File: config.mk
export PLATFORM = sky130hd
export DESIGN_NAME = bayer_dgain
export DESIGN_NICKNAME = d
export VERILOG_FILES = /design/src/rtl/bdg_pkg.sv /design/src/rtl/bdg_parity_fsm.sv /design/src/rtl/bdg_gain_stage.sv /design/src/rtl/bdg_mul_sat.sv /design/src/rtl/bayer_dgain.sv
export SDC_FILE = /design/constraint.sdc
export NUM_CORES = 1
export LEC_CHECK = 0
export BUFFER_PORTS_ARGS = -buffer_cell sky130_fd_sc_hd__buf_2
export CAP_MARGIN = 20
export CORE_ASPECT_RATIO = 1.1
export CORE_MARGIN = 4
export CORE_UTILIZATION = 30
export CTS_BUF_LIST = sky130_fd_sc_hd__clkbuf_16
export CTS_CLUSTER_DIAMETER = 200
export DETAILED_ROUTE_END_ITERATION = 10
export PLACE_DENSITY = 0.43
export SLEW_MARGIN = 5
export SYNTH_ARGS = -nofsm -noshare
export SYNTH_HDL_FRONTEND = slang
export SYNTH_SLANG_ARGS = --single-unit
File: constraint.sdc
create_clock -name clk -period 13.6 [get_ports clk]
set_input_delay 2.04 -clock clk [delete_from_list [all_inputs] [get_ports clk]]
set_output_delay 2.04 -clock clk [all_outputs]
set_load 0.02 [all_outputs]
File: src/rtl/bdg_pkg.sv
package bdg_pkg;

    // Colour site index: {row bit, column bit} after phase adjustment
    typedef enum logic [1:0] {
        CH_RED   = 2'd0,
        CH_GR    = 2'd1,
        CH_GB    = 2'd2,
        CH_BLUE  = 2'd3
    } chan_e;

    // Row parity tracker states
    typedef enum logic [1:0] {
        ROW_IDLE = 2'd0,
        ROW_EVEN = 2'd1,
        ROW_ODD  = 2'd2
    } row_st_e;

endpackage

File: src/rtl/bdg_parity_fsm.sv
module bdg_parity_fsm
    import bdg_pkg::*;
(
    input  logic        clk,
    input  logic        rst_n,
    input  logic        in_valid,
    input  logic        in_sof,
    input  logic        in_sol,
    input  logic [1:0]  phase_sel,
    output chan_e       chan
);

    row_st_e st_q, st_d;
    logic    col_q;
    logic    col_cur;
    logic    row_cur;

    // State register
    always_ff @(posedge clk) begin
        if (!rst_n) begin
            st_q  <= ROW_IDLE;
            col_q <= 1'b1;
        end else begin
            st_q <= st_d;
            if (in_valid) begin
                col_q <= col_cur;
            end
        end
    end

    // Next state
    always_comb begin
        st_d = st_q;
        if (in_valid) begin
            if (in_sof) begin
                st_d = ROW_EVEN;
            end else if (in_sol) begin
                unique case (st_q)
                    ROW_IDLE: st_d = ROW_EVEN;
                    ROW_EVEN: st_d = ROW_ODD;
                    ROW_ODD:  st_d = ROW_EVEN;
                    default:  st_d = ROW_IDLE;
                endcase
            end
        end
    end

    // Outputs: parity of the pixel currently presented
    always_comb begin
        row_cur = (st_d == ROW_ODD);
        col_cur = (in_sof || in_sol) ? 1'b0 : ~col_q;
        chan    = chan_e'({row_cur ^ phase_sel[1], col_cur ^ phase_sel[0]});
    end

    p_frame_even_r3: assert property (@(posedge clk) disable iff (!rst_n)
        (in_valid && in_sof) |=> (st_q == ROW_EVEN));

    p_row_flip_r3: assert property (@(posedge clk) disable iff (!rst_n)
        (in_valid && in_sol && !in_sof && st_q == ROW_EVEN) |=> (st_q == ROW_ODD));

    p_col_alt_r2: assert property (@(posedge clk) disable iff (!rst_n)
        (in_valid && !in_sol && !in_sof) |=> (col_q != $past(col_q)));

    p_col_hold_r2: assert property (@(posedge clk) disable iff (!rst_n)
        (!in_valid) |=> ($stable(col_q) && $stable(st_q)));

endmodule

File: src/rtl/bdg_gain_stage.sv
module bdg_gain_stage
    import bdg_pkg::*;
#(
    parameter int PIX_W  = 12,
    parameter int GAIN_W = 12
) (
    input  logic              clk,
    input  logic              rst_n,
    input  logic              in_valid,
    input  logic              in_sof,
    input  logic              in_sol,
    input  logic [PIX_W-1:0]  in_data,
    input  chan_e             chan,
    input  logic [GAIN_W-1:0] gain_red,
    input  logic [GAIN_W-1:0] gain_gr,
    input  logic [GAIN_W-1:0] gain_gb,
    input  logic [GAIN_W-1:0] gain_blue,
    output logic              s_valid,
    output logic              s_sof,
    output logic              s_sol,
    output logic [PIX_W-1:0]  s_pix,
    output logic [GAIN_W-1:0] s_gain
);

    logic [GAIN_W-1:0] gain_sel;

    always_comb begin
        unique case (chan)
            CH_RED:  gain_sel = gain_red;
            CH_GR:   gain_sel = gain_gr;
            CH_GB:   gain_sel = gain_gb;
            CH_BLUE: gain_sel = gain_blue;
            default: gain_sel = gain_red;
        endcase
    end

    always_ff @(posedge clk) begin
        if (!rst_n) begin
            s_valid <= 1'b0;
            s_sof   <= 1'b0;
            s_sol   <= 1'b0;
            s_pix   <= '0;
            s_gain  <= '0;
        end else begin
            s_valid <= in_valid;
            s_sof   <= in_valid && in_sof;
            s_sol   <= in_valid && in_sol;
            s_pix   <= in_valid ? in_data  : '0;
            s_gain  <= in_valid ? gain_sel : '0;
        end
    end

    p_stage_idle_r8: assert property (@(posedge clk) disable iff (!rst_n)
        !s_valid |-> (s_pix == '0 && !s_sof && !s_sol));

endmodule

File: src/rtl/bdg_mul_sat.sv
module bdg_mul_sat #(
    parameter int PIX_W  = 12,
    parameter int GAIN_W = 12,
    parameter int FRAC_W = 8
) (
    input  logic              clk,
    input  logic              rst_n,
    input  logic              s_valid,
    input  logic              s_sof,
    input  logic              s_sol,
    input  logic [PIX_W-1:0]  s_pix,
    input  logic [GAIN_W-1:0] s_gain,
    output logic              o_valid,
    output logic              o_sof,
    output logic              o_sol,
    output logic [PIX_W-1:0]  o_data
);

    localparam int PROD_W = PIX_W + GAIN_W;
    localparam int SUM_W  = PROD_W + 1;
    localparam int SHR_W  = SUM_W - FRAC_W;
    localparam logic [SUM_W-1:0]  HALF  = SUM_W'(1) << (FRAC_W - 1);
    localparam logic [PIX_W-1:0]  MAXV  = '1;
    localparam logic [GAIN_W-1:0] UNITY = GAIN_W'(1) << FRAC_W;

    logic [PROD_W-1:0] prod;
    logic [SUM_W-1:0]  sum;
    logic [SHR_W-1:0]  shr;
    logic              ovf;
    logic [PIX_W-1:0]  clamped;

    always_comb begin
        prod    = PROD_W'(s_pix) * PROD_W'(s_gain);
        sum     = SUM_W'(prod) + HALF;
        shr     = sum[SUM_W-1:FRAC_W];
        ovf     = |shr[SHR_W-1:PIX_W];
        clamped = ovf ? MAXV : shr[PIX_W-1:0];
    end

    always_ff @(posedge clk) begin
        if (!rst_n) begin
            o_valid <= 1'b0;
            o_sof   <= 1'b0;
            o_sol   <= 1'b0;
            o_data  <= '0;
        end else begin
            o_valid <= s_valid;
            o_sof   <= s_valid && s_sof;
            o_sol   <= s_valid && s_sol;
            o_data  <= s_valid ? clamped : '0;
        end
    end

    p_unity_pass_r5: assert property (@(posedge clk) disable iff (!rst_n)
        (s_valid && s_gain == UNITY) |=> (o_data == $past(s_pix)));

    p_zero_gain_r6: assert property (@(posedge clk) disable iff (!rst_n)
        (s_valid && s_gain == '0) |=> (o_data == '0));

    p_full_scale_sat_r4: assert property (@(posedge clk) disable iff (!rst_n)
        (s_valid && s_pix == MAXV && s_gain > UNITY) |=> (o_data == MAXV));

    p_idle_quiet_r8: assert property (@(posedge clk) disable iff (!rst_n)
        !o_valid |-> (o_data == '0 && !o_sof && !o_sol));

endmodule

File: src/rtl/bayer_dgain.sv
module bayer_dgain
    import bdg_pkg::*;
#(
    parameter int PIX_W  = 12,
    parameter int GAIN_W = 12,
    parameter int FRAC_W = 8
) (
    input  logic              clk,
    input  logic              rst_n,
    input  logic              in_valid,
    input  logic              in_sof,
    input  logic              in_sol,
    input  logic [PIX_W-1:0]  in_data,
    input  logic [GAIN_W-1:0] gain_red,
    input  logic [GAIN_W-1:0] gain_gr,
    input  logic [GAIN_W-1:0] gain_gb,
    input  logic [GAIN_W-1:0] gain_blue,
    input  logic [1:0]        phase_sel,
    output logic              out_valid,
    output logic              out_sof,
    output logic              out_sol,
    output logic [PIX_W-1:0]  out_data
);

    chan_e             chan;
    logic              s_valid, s_sof, s_sol;
    logic [PIX_W-1:0]  s_pix;
    logic [GAIN_W-1:0] s_gain;

    bdg_parity_fsm u_parity (
        .clk       (clk),
        .rst_n     (rst_n),
        .in_valid  (in_valid),
        .in_sof    (in_sof),
        .in_sol    (in_sol),
        .phase_sel (phase_sel),
        .chan      (chan)
    );

    bdg_gain_stage #(.PIX_W(PIX_W), .GAIN_W(GAIN_W)) u_select (
        .clk       (clk),
        .rst_n     (rst_n),
        .in_valid  (in_valid),
        .in_sof    (in_sof),
        .in_sol    (in_sol),
        .in_data   (in_data),
        .chan      (chan),
        .gain_red  (gain_red),
        .gain_gr   (gain_gr),
        .gain_gb   (gain_gb),
        .gain_blue (gain_blue),
        .s_valid   (s_valid),
        .s_sof     (s_sof),
        .s_sol     (s_sol),
        .s_pix     (s_pix),
        .s_gain    (s_gain)
    );

    bdg_mul_sat #(.PIX_W(PIX_W), .GAIN_W(GAIN_W), .FRAC_W(FRAC_W)) u_scale (
        .clk     (clk),
        .rst_n   (rst_n),
        .s_valid (s_valid),
        .s_sof   (s_sof),
        .s_sol   (s_sol),
        .s_pix   (s_pix),
        .s_gain  (s_gain),
        .o_valid (out_valid),
        .o_sof   (out_sof),
        .o_sol   (out_sol),
        .o_data  (out_data)
    );

    // Edges since reset release, saturating, so $past never reaches before reset
    logic [1:0] age_q;
    always_ff @(posedge clk) begin
        if (!rst_n)             age_q <= 2'd0;
        else if (age_q != 2'd2) age_q <= age_q + 2'd1;
    end

    p_latency_valid_r7: assert property (@(posedge clk) disable iff (!rst_n)
        (age_q == 2'd2) |-> (out_valid == $past(in_valid, 2)));

    p_latency_marks_r7: assert property (@(posedge clk) disable iff (!rst_n)
        (age_q == 2'd2) |-> (out_sof == $past(in_valid && in_sof, 2) &&
                             out_sol == $past(in_valid && in_sol, 2)));

endmodule

==> run_results.csv, run 1 <==
group,metric,value,unit
die,die_area,23500,sq um
yosys,synth_cells,687,
yosys,synth_ff_type,"dfxtp_1",
status,status,"complete, no violations",
sta,finalCritPeriodShare,47.4,%
grt,grt_pass1_wl,25400,um
setup_path,cp.required,13.73,ns
pwr,pwr-share-seq,41.6,%
run,drv_cap,0,
yosys,synthesis.nets,924,
routing,wire_per_inst,14.7,um
pwr,peakVddDrop,39.7,uV
sta,fin_setup_tns,0,ns
routing,wirelength,15100,um
pwr,power,0.365,mW
yosys,synth_area,6340,sq um
clock_network,root_buffer,"clkbuf_16",
yosys,synth_edf_count,0,
grt,grt_max_degree,22,
die,initial_core_util,30.6,%
sta,max_freq,155,MHz
routing,drcViolationCount,0,
grt,grt.overflow.total,0,
sta,drv_slew,0,
sta,fin_worst_skew,0.0139,ns
setup_path,r2r_start,"u_select.s_pix[7]",
hold_path,hold_depth,1,
setup_path,critPathLaunch,"u_select.s_pix[7]",
setup_path,crit_type,"flop to flop",
cells_and_area,mostFrequentLayoutCells,"145 x inv_1, 101 x fa_1, 98 x nand2_1, 81 x buf_2, 69 x ha_1",
pwr,power_switching,0.118,mW
yosys,synth_seq_area_share,14.2,%
clock_network,path_clk_slew,0.08,ns
cells_and_area,synthToLayoutAreaGrowth,12.6,%
yosys,synth_area_per_cell,9.23,sq um
setup_path,timing.rr.end,"u_scale.o_data[1]",
pwr,p_per_area,51.1,nW/um^2
grt,grt_pass1_vias,5009,
hold_path,hold_class,"flop to flop",
setup_path,critPathMaxFanout,12,
sta,worst_slew_pin_slew,1.20,ns
clock_network,postCtsHoldBufs,0,
setup_path,r2r_slack,7.15,ns
setup_path,cp-start-kind,"flop",
sta,maxSlewHeadroom,20.3,%
hold_path,min_from,"u_select.s_sof",
clock_network,clk_path_buf_depth,2,
sta,hold_viol,0,
cells_and_area,final_common_cell,"inv_1",
pwr,p_int,0.247,mW
yosys,ys_types,46,
cells_and_area,fin_cells,1031,
setup_path,rr_worst_depth,18,
cells_and_area,drive_gt1_share,17.3,%
cells_and_area,n_fill_cell,2139,
die,core_area,20700,sq um
clock_network,clkSinkCount,45,
routing,vias_per_cell,4.45,
sta,setup_viol,0,
cells_and_area,layout.nets,981,
clock_network,cts_htree_levels,2,
routing,first_pass_iters,5,
clock_network,cts_resized,0,
clock_network,clk_latency,0.31,ns
grt,antenna_found_initial,0,
yosys,synth-seq-cells,45,
hold_path,hold_end,"u_scale.o_sof",
die,die_w,147,um
yosys,async_flop_share,0,%
pwr,power_leakage,3.68,nW
grt,track_usage,13.4,%
pwr,p_sw_share,32.4,%
pwr,power_frac_comb,22.4,%
place,place_ws,7.10,ns
sta,worst_slack,7.15,ns
setup_path,critPathArrivalTime,6.58,ns
clock_network,cts_buffers,5,
die,boundaryPins,82,
routing,drtIter0Drc,275,
die,core.rowCount,55,
sta,finalCriticalPeriod,6.45,ns
routing,vias,4593,
yosys,yosysWarnings,0,
clock_network,cts_setup_buffers,0,
place,place.gp.congestion,0.813,
place,port_buffers,81,
routing,detail-route-antenna-nets,0,
setup_path,end_kind,"flop",
sta,rsz0062_at_grt,"false",
die,die_h,160,um
pwr,p_clk_share,36.0,%
clock_network,cts_tree,"done",
place,place_inst,1022,
place,hpwlAfterDp,13000,um
==> routing by layer <==
layer,wire length (um),track usage [%]
met1,6140,16.1
met2,7960,24.1
met3,678,2.54
met4,361,4.23
met5,0,0
==> state kept, by name, indices dropped and copies added (netlist names) <==
| signal | flops |
|---|---|
| u_select.s_gain | 12 |
| u_parity.col_q | 1 |
| u_select.s_sol | 1 |
| u_select.s_valid | 1 |
| u_select.s_pix | 12 |
| u_select.s_sof | 1 |
| u_scale.o_valid | 1 |
| u_scale.o_data | 12 |
| u_scale.o_sof | 1 |
| u_parity.st_q | 2 |
| u_scale.o_sol | 1 |
==> metrics by stage <==
step	area (sq um)	utilization [%]	hold slack, ns
after floorplan	6340	-	0.444
after global placement	6990	33.7	0.460
after detailed placement	6990	33.7	0.456
after CTS	7140	34.5	0.485
after global routing	7140	34.5	0.519
final	7140	34.5	0.480
==> power by group through the flow <==
stage	Combinational (mW)	Clock [mW]	Sequential, mW
floorplan	0.0642	0	0.144
global placement	0.0823	0	0.155
detailed placement	0.0836	0	0.155
CTS	0.0841	0.137	0.152
global route	0.0943	0.143	0.153
finish	0.0816	0.131	0.152
==> how the worst max path moves through the flow <==
stage | slack (ns) | to
3_3_place_gp | 7.21 | u_scale.o_data[11]
4_1_cts | 7.10 | u_scale.o_data[1]
6_report | 7.15 | u_scale.o_data[1]
5_1_grt | 6.71 | u_scale.o_data[0]
3_5_place_dp | 7.10 | u_scale.o_data[1]
2_1_floorplan | 8.12 | u_scale.o_data[10]
==> cells by family after synthesis <==
family,Yosys count,synth area share (%)
flip-flops,45,14.2
buffers and inverters,178,10.7
AND/OR/NAND/NOR,217,17.4
AO/OA/AOI/OAI,53,6.31
adder cells (fa/ha/maj),170,45.5
multiplexers,13,4.42
XOR/XNOR,11,1.52
==> critical path, cell delays in order, from the launching register on <==
cell and delay [ns]:
dfxtp_1 0.66, nand2_1 0.15, fa_1 0.59, fa_1 0.45
fa_1 0.54, inv_1 0.05, fa_1 0.47, inv_1 0.05
fa_1 0.47, inv_1 0.04, ha_1 0.32, a21oi_2 0.17
o21ai_2 0.08, or3_4 0.35, o211ai_4 0.23, o211ai_2 0.13
or3_1 0.37, a221oi_2 0.99, a21oi_1 0.15
==> cell usage after synthesis (all sizes together), types with 7 or more instances <==
library cell	instances	area, sq um
and2	67	419
a21oi	24	176
dfxtp	45	901
nand2	98	368
and3	18	114
fa	101	2020
nor2	7	26.3
mux4	12	270
ha	69	863
clkbuf	29	109
o21ai	11	58.8
inv	145	544
==> area by class of cell <==
type                    count  area [sq um]  share of cell area (%)
diodes                      1          2.50                  0.0351
clock buffers               5           125                    1.75
clock inverters             3          25.0                   0.351
inverters                 145           544                    7.62
multi-input cells         464          4760                    66.7
flip-flops and latches     45           901                    12.6
well taps                 285           357                    4.99
repair buffers             83           420                    5.89
Note: power is estimated with default switching activity, not from simulation.
==> run 2: changes to the inputs <==
--- a/config.mk
+++ b/config.mk
@@ -5,6 +5,7 @@
 export SDC_FILE = /design/constraint.sdc
 export NUM_CORES = 1
 export LEC_CHECK = 0
+export ABC_AREA = 1
 export BUFFER_PORTS_ARGS = -buffer_cell sky130_fd_sc_hd__buf_2
 export CAP_MARGIN = 20
 export CORE_ASPECT_RATIO = 1.1
@@ -13,7 +14,7 @@
 export CTS_BUF_LIST = sky130_fd_sc_hd__clkbuf_16
 export CTS_CLUSTER_DIAMETER = 200
 export DETAILED_ROUTE_END_ITERATION = 10
-export PLACE_DENSITY = 0.43
+export PLACE_DENSITY = 0.44
 export SLEW_MARGIN = 5
 export SYNTH_ARGS = -nofsm -noshare
 export SYNTH_HDL_FRONTEND = slang
==> constraint.sdc (replaced) <==
create_clock -name clk -period 5.8 [get_ports clk]
set_input_delay 0.87 -clock clk [delete_from_list [all_inputs] [get_ports clk]]
set_output_delay 0.87 -clock clk [all_outputs]
set_load 0.02 [all_outputs]
==> run 2 against run 1 <==
  * Clock-buffer cell count unchanged
  * Global-route usage grew 0.92 points
  * Wire length increased by 16%
  * Die area increased by 10%
  * Non-clock buffer count up 15
  * Maximum frequency grew 21%
==> run_results.csv, run 2 <==
group,metric,value,unit
pwr,power_switching,0.307,mW
setup_path,r2r_start,"u_select.s_gain[6]",
yosys,yosys.area.top_type,"fa_1",
setup_path,critical_path.slowest_cell,"fa_1",
sta,setup_viol,0,
yosys,synth_cells,943,
setup_path,crit_type,"flop to flop",
pwr,peakVddDrop,86.3,uV
setup_path,rr_worst_depth,22,
cells_and_area,final_common_cell,"inv_1",
setup_path,cp_slowest_stage_delay,0.59,ns
grt,grt_max_degree,17,
pwr,pwr-share-seq,37.8,%
yosys,synth_edf_count,0,
yosys,async_flop_share,0,%
pwr,p_int,0.627,mW
setup_path,critPathMaxFanout,12,
setup_path,end_kind,"flop",
setup_path,cp.required,6.00,ns
yosys,synth_top_family_by_area,"adder cells",
yosys,ys_types,42,
cells_and_area,top_regs,"u_scale.o_data x12, u_select.s_gain x12, u_select.s_pix x12",
routing,vias,5707,
clock_network,clkSinkCount,45,
sta,drv_slew,0,
sta,rsz0062_at_grt,"false",
routing,wire_per_inst,13.4,um
die,core_area,23000,sq um
pwr,p_sw_share,32.9,%
status,status,"complete, no violations",
sta,max_freq,187,MHz
sta,worst_slew_pin_slew,0.690,ns
grt,track_usage,14.3,%
yosys,synth_most_common_cell,"inv_1",
setup_path,timing.rr.end,"u_scale.o_data[0]",
pwr,p_per_area,118,nW/um^2
pwr,p_clk_share,34.9,%
cells_and_area,synthToLayoutAreaGrowth,12.8,%
die,boundaryPins,82,
place,place_inst,1308,
clock_network,clk_latency,0.29,ns
routing,wirelength,17600,um
sta,hold_viol,0,
clock_network,root_buffer,"clkbuf_16",
hold_path,min_from,"u_select.s_sol",
clock_network,cts_buffers,5,
yosys,synth_xor_area_share,2.35,%
clock_network,path_clk_slew,0.07,ns
routing,drtIter0Drc,216,
hold_path,hold_depth,2,
run,drv_cap,0,
sta,fin_setup_tns,0,ns
routing,vias_per_cell,4.34,
sta,finalCritPeriodShare,92.2,%
cells_and_area,fin_cells,1315,
yosys,synthAdderAreaFrac,41.0,%
yosys,synth_common_cells,"258 x inv_1, 250 x nand2_1, 101 x fa_1",
yosys,muxShareOfSynthArea,0,%
die,die_h,169,um
clock_network,postCtsHoldBufs,0,
sta,finalCriticalPeriod,5.35,ns
yosys,synth_compound_area_share,5.22,%
yosys,synth_ff_type,"dfxtp_1",
die,die_w,154,um
yosys,yosysWarnings,0,
pwr,power_leakage,4.82,nW
routing,drcViolationCount,0,
clock_network,cts_setup_buffers,0,
cells_and_area,mostFrequentLayoutCells,"257 x inv_1, 250 x nand2_1, 101 x fa_1, 81 x buf_2, 69 x ha_1",
hold_path,hold_end,"u_scale.o_sol",
sta,fin_worst_skew,0.00773,ns
setup_path,r2r_slack,0.45,ns
setup_path,critPathArrivalTime,5.54,ns
yosys,synth-seq-cells,45,
yosys,synth_seq_area_share,12.8,%
cells_and_area,drive_gt1_share,16.1,%
setup_path,path_cells,"buf_4, nand2_1, inv_1, fa_1, fa_1, fa_1, fa_1, inv_1, fa_1, inv_1, ha_1, a21oi_1, a21boi_1, nand2_1, nand2_1, nand4_1, nand2_1, nand2_2, nor2_4, nand3_1, nand2_1, inv_1",
setup_path,cp-start-kind,"flop",
grt,antenna_found_initial,0,
routing,first_pass_iters,4,
die,die_area,26000,sq um
yosys,netlist.area_leader.share,28.7,%
sta,maxSlewHeadroom,53.8,%
place,hpwlAfterDp,15300,um
pwr,power_frac_comb,27.3,%
yosys,synth_area,7040,sq um
routing,detail-route-antenna-nets,0,
place,port_buffers,81,
die,core.rowCount,58,
yosys,synth_area_per_cell,7.47,sq um
place,place.gp.congestion,0.828,
yosys,synth_area_leaders,"fa_1 29%, inv_1 14%, nand2_1 13%",
cells_and_area,antenna_cells,0,
clock_network,cts_tree,"done",
clock_network,cts_htree_levels,2,
cells_and_area,layout.nets,1252,
yosys,yosys.area_share.simple,22.0,%
grt,grt_pass1_vias,6241,
clock_network,clk_path_buf_depth,2,
die,initial_core_util,30.6,%
yosys,synthesis.nets,1180,
grt,grt.overflow.total,0,
hold_path,hold_class,"flop to flop",
grt,grt_pass1_wl,30300,um
run 2: changes by cell type after synthesis, sizes merged, moves of 5 or more:
| cell | change |
|---|---|
| nand3 | +33 |
| o21ai | +6 |
| a21oi | -5 |
| inv | +123 |
| o211ai | +11 |
| and3 | -17 |
| mux4 | -12 |
| nor2 | +38 |
| and2 | -66 |
| nand2 | +162 |
run 2: how the worst max path moves through the flow:
stage,start,end,cells after the start
finish,u_select.s_gain[6],u_scale.o_data[0],22
global route,u_select.s_pix[9],u_scale.o_data[0],21
CTS,u_select.s_gain[3],u_scale.o_data[0],20
detailed placement,u_select.s_gain[3],u_scale.o_data[0],20
global placement,u_select.s_gain[1],u_scale.o_data[1],22
floorplan,u_select.s_pix[7],u_scale.o_data[10],26
run 2: layer usage:
| metal | GRT usage [%] | part of all wire, % | up-vias | routed length, um |
|---|---|---|---|---|
| met5 | 0 | 0 | - | 0 |
| li1 | - | - | 2873 | - |
| met4 | 2.42 | 0.99 | 0 | 174 |
| met3 | 1.59 | 3.1 | 11 | 539 |
| met2 | 27.9 | 53 | 91 | 9410 |
| met1 | 17.0 | 43 | 2732 | 7500 |
run 2: timing repair:
action | in CTS | in global routing
gates resized for setup | 0 | 4
endpoints found under the hold margin | 0 | 0
setup endpoints to repair | 0 | 5
run 2: metrics by stage:
stage	hold slack (ns)	area (sq um)	setup slack [ns]	util (%)	total power [mW]
2_1_floorplan	0.394	7040	0.946	-	0.528
3_3_place_gp	0.407	7780	0.419	33.8	0.621
3_5_place_dp	0.401	7780	0.322	33.8	0.621
4_1_cts	0.414	7940	0.308	34.5	0.957
5_1_grt	0.438	7950	0.0125	34.5	1.01
6_report	0.413	7950	0.455	34.5	0.934
run 2: power by group through the flow:
stage | Sequential (mW) | Combinational, mW | Clock [mW]
after global placement | 0.361 | 0.261 | 0
after global routing | 0.356 | 0.295 | 0.354
after CTS | 0.353 | 0.263 | 0.341
final | 0.353 | 0.255 | 0.326
after floorplan | 0.341 | 0.188 | 0
after detailed placement | 0.360 | 0.261 | 0
run 2: cells by family after synthesis:
| kind of cell | after synthesis |
|---|---|
| buf+inv | 301 |
| compound gates | 57 |
| simple gates | 355 |
| flops | 45 |
| xor+xnor | 15 |
| fa+ha+maj | 170 |
run 2: critical path: cells and delay by family, from the launching register on:
family          cells  cell delay (ns)
compound gates      2             0.47
fa+ha+maj           6             2.79
buf+inv             5             0.44
flops               1             0.51
simple gates        9             1.04
run 2: area by class of cell:
class / instances / area, sq um
fill: 2525 / 15100
multi-input combinational: 597 / 4970
inverter: 268 / 1010
sequential: 45 / 905
timing repair buffer: 98 / 533
tap: 300 / 375
clock buffer: 5 / 125
clock inverter: 2 / 35.0
==> run 3: changes to the inputs <==
--- a/config.mk
+++ b/config.mk
@@ -8,14 +8,17 @@
 export ABC_AREA = 1
 export BUFFER_PORTS_ARGS = -buffer_cell sky130_fd_sc_hd__buf_2
 export CAP_MARGIN = 20
+export CELL_PAD_IN_SITES_DETAIL_PLACEMENT = 0
+export CELL_PAD_IN_SITES_GLOBAL_PLACEMENT = 1
 export CORE_ASPECT_RATIO = 1.1
 export CORE_MARGIN = 4
 export CORE_UTILIZATION = 30
 export CTS_BUF_LIST = sky130_fd_sc_hd__clkbuf_16
 export CTS_CLUSTER_DIAMETER = 200
 export DETAILED_ROUTE_END_ITERATION = 10
-export PLACE_DENSITY = 0.44
+export PLACE_DENSITY = 0.58
 export SLEW_MARGIN = 5
 export SYNTH_ARGS = -nofsm -noshare
 export SYNTH_HDL_FRONTEND = slang
 export SYNTH_SLANG_ARGS = --single-unit
+export TNS_END_PERCENT = 50
==> run 3 against run 2 <==
  * Via count decreased by 1.3%
  * Maximum frequency fell by 0.93%
  * Final area is essentially flat
  * Wire length grew 2.0%
  * Die area stayed put
  * Clock power is 15% lower
  * First-iteration DRC count grew 0.93%
  * Cell count is 0.15% higher
  * Sequential cell count is the same
  * Global-route usage increased by 0.56 points
  * Register-to-register slack worse by 0.05 ns
  * Highest routed layer unchanged
==> run_results.csv, run 3 (same netlist as run 2, synthesis figures left out) <==
group,metric,value,unit
status,status,"complete, no violations",
setup_path,critPathMaxFanout,12,
cells_and_area,final_area,7940,sq um
routing,wire_per_inst,13.7,um
die,die_h,169,um
cells_and_area,n_fill_cell,2523,
cells_and_area,final_common_cell,"inv_1",
cells_and_area,synthToLayoutAreaGrowth,12.7,%
cells_and_area,register_area,910,sq um
routing,wirelength,18000,um
die,boundaryPins,82,
clock_network,path_clk_slew,0.06,ns
cells_and_area,final_util,34.5,%
routing,first_pass_iters,4,
die,initial_core_util,30.6,%
setup_path,path_common_cell,"nand2_1",
place,place_inst,1310,
sta,fin_setup_tns,0,ns
clock_network,cts_buffers,5,
sta,finalCritPeriodShare,93.0,%
cells_and_area,layout.nets,1254,
routing,vias_per_cell,4.27,
clock_network,cts_tree,"done",
die,die_w,154,um
grt,antenna_found_initial,0,
sta,fin_worst_skew,0.00741,ns
setup_path,critPathTopFamily,"adder cells",
cells_and_area,multi_input_area,4970,sq um
setup_path,cp_slowest_stage_delay,0.58,ns
routing,drcViolationCount,0,
sta,setup_viol,0,
die,die_area,26000,sq um
clock_network,clk_path_buf_depth,2,
sta,rsz0062_at_grt,"false",
setup_path,end_kind,"flop",
sta,max_freq,185,MHz
die,core_area,23000,sq um
hold_path,hold_class,"flop to flop",
cells_and_area,mostFrequentLayoutCells,"259 x inv_1, 250 x nand2_1, 101 x fa_1, 81 x buf_2, 69 x ha_1",
clock_network,clk_latency,0.30,ns
setup_path,crit_buf_inv,6,
grt,grt.overflow.total,0,
sta,maxSlewHeadroom,49.0,%
routing,vias,5630,
grt,grt_pass1_vias,6070,
pwr,p_per_area,112,nW/um^2
place,hpwlAfterDp,15600,um
clock_network,clkSinkCount,45,
pwr,power_leakage,4.82,nW
sta,worst_slew_pin_slew,0.762,ns
sta,finalCriticalPeriod,5.40,ns
clock_network,cts_htree_levels,2,
pwr,peakVddDrop,93.1,uV
place,place.gp.congestion,0.838,
setup_path,cp-start-kind,"flop",
cells_and_area,top_regs,"u_scale.o_data x12, u_select.s_gain x12, u_select.s_pix x12",
place,place_area,7800,sq um
routing,detail-route-antenna-nets,0,
setup_path,cp.required,6.00,ns
grt,grt_pass1_wl,30800,um
grt,grt_max_degree,17,
cells_and_area,drive_gt1_share,16.3,%
die,core.rowCount,58,
clock_network,cts_setup_buffers,0,
sta,drv_slew,0,
grt,track_usage,14.9,%
sta,hold_viol,0,
cells_and_area,antenna_cells,0,
clock_network,root_buffer,"clkbuf_16",
setup_path,critPathArrivalTime,5.60,ns
setup_path,critical_path.slowest_cell,"fa_1",
setup_path,crit_type,"flop to flop",
place,port_buffers,81,
run,drv_cap,0,
cells_and_area,fin_cells,1317,
routing,drtIter0Drc,218,
## run 3: per-layer routing
metal	global-route usage, %	vias to the layer above	part of all wire [%]
met3	1.61	15	2.8
met1	17.7	2659	43
met5	0	-	0
li1	-	2879	-
met2	28.6	77	53
met4	3.38	0	1.4
## run 3: worst paths after layout
path,start,to,slack (ns),cells past startpoint
hold / removal,u_select.s_sof,u_scale.o_sof,0.41,2
hold reg to reg,u_select.s_sof,u_scale.o_sof,0.41,2
setup reg to reg,u_select.s_pix[7],u_scale.o_data[1],0.40,25
setup / recovery,u_select.s_pix[7],u_scale.o_data[1],0.40,25
## run 3: power by group
part	internal, mW	leakage (nW)	switching [mW]
Sequential	0.324	0.371	0.0274
Clock	0.154	0.0685	0.122
Combinational	0.103	4.38	0.155
## run 3: area by class of cell
class	instances	area share, %
clock inverters	2	0.0946
repair buffers	100	6.90
multi-input cells	597	62.6
well taps	300	4.73
flip-flops and latches	45	11.5
inverters	268	12.7
clock buffers	5	1.58
## run 3: worst reg2reg max path, cell delays in order, from the launching register on
cell     delay (ns)
dfxtp_1        0.49
buf_4          0.23
nand2_1        0.09
fa_1           0.57
fa_1           0.45
fa_1           0.58
inv_1          0.06
fa_1           0.48
inv_1          0.05
fa_1           0.47
inv_1          0.04
ha_1           0.36
a21oi_1        0.31
nand2_1        0.10
nand2_1        0.08
nand2_1        0.05
nand2_1        0.07
nand3_1        0.07
nand2_1        0.06
nand2_1        0.04
inv_1          0.06
nand3_2        0.09
nor2_4         0.31
nand3_1        0.12
nand2_1        0.08
inv_1          0.04
## run 3: per-stage QoR
stage                     hold WS, ns  setup WS, ns  power [mW]
after detailed placement        0.400         0.267       0.623
after floorplan                 0.394         0.946       0.528
after global placement          0.403         0.289       0.624
after global routing            0.461       0.00134       0.962
final                           0.412         0.404       0.886
after CTS                       0.414         0.266       0.911
## run 3: repair_timing
item                       CTS  global route
gates resized for setup      0             7
hold buffers                 0             0
setup endpoints to repair    0            12
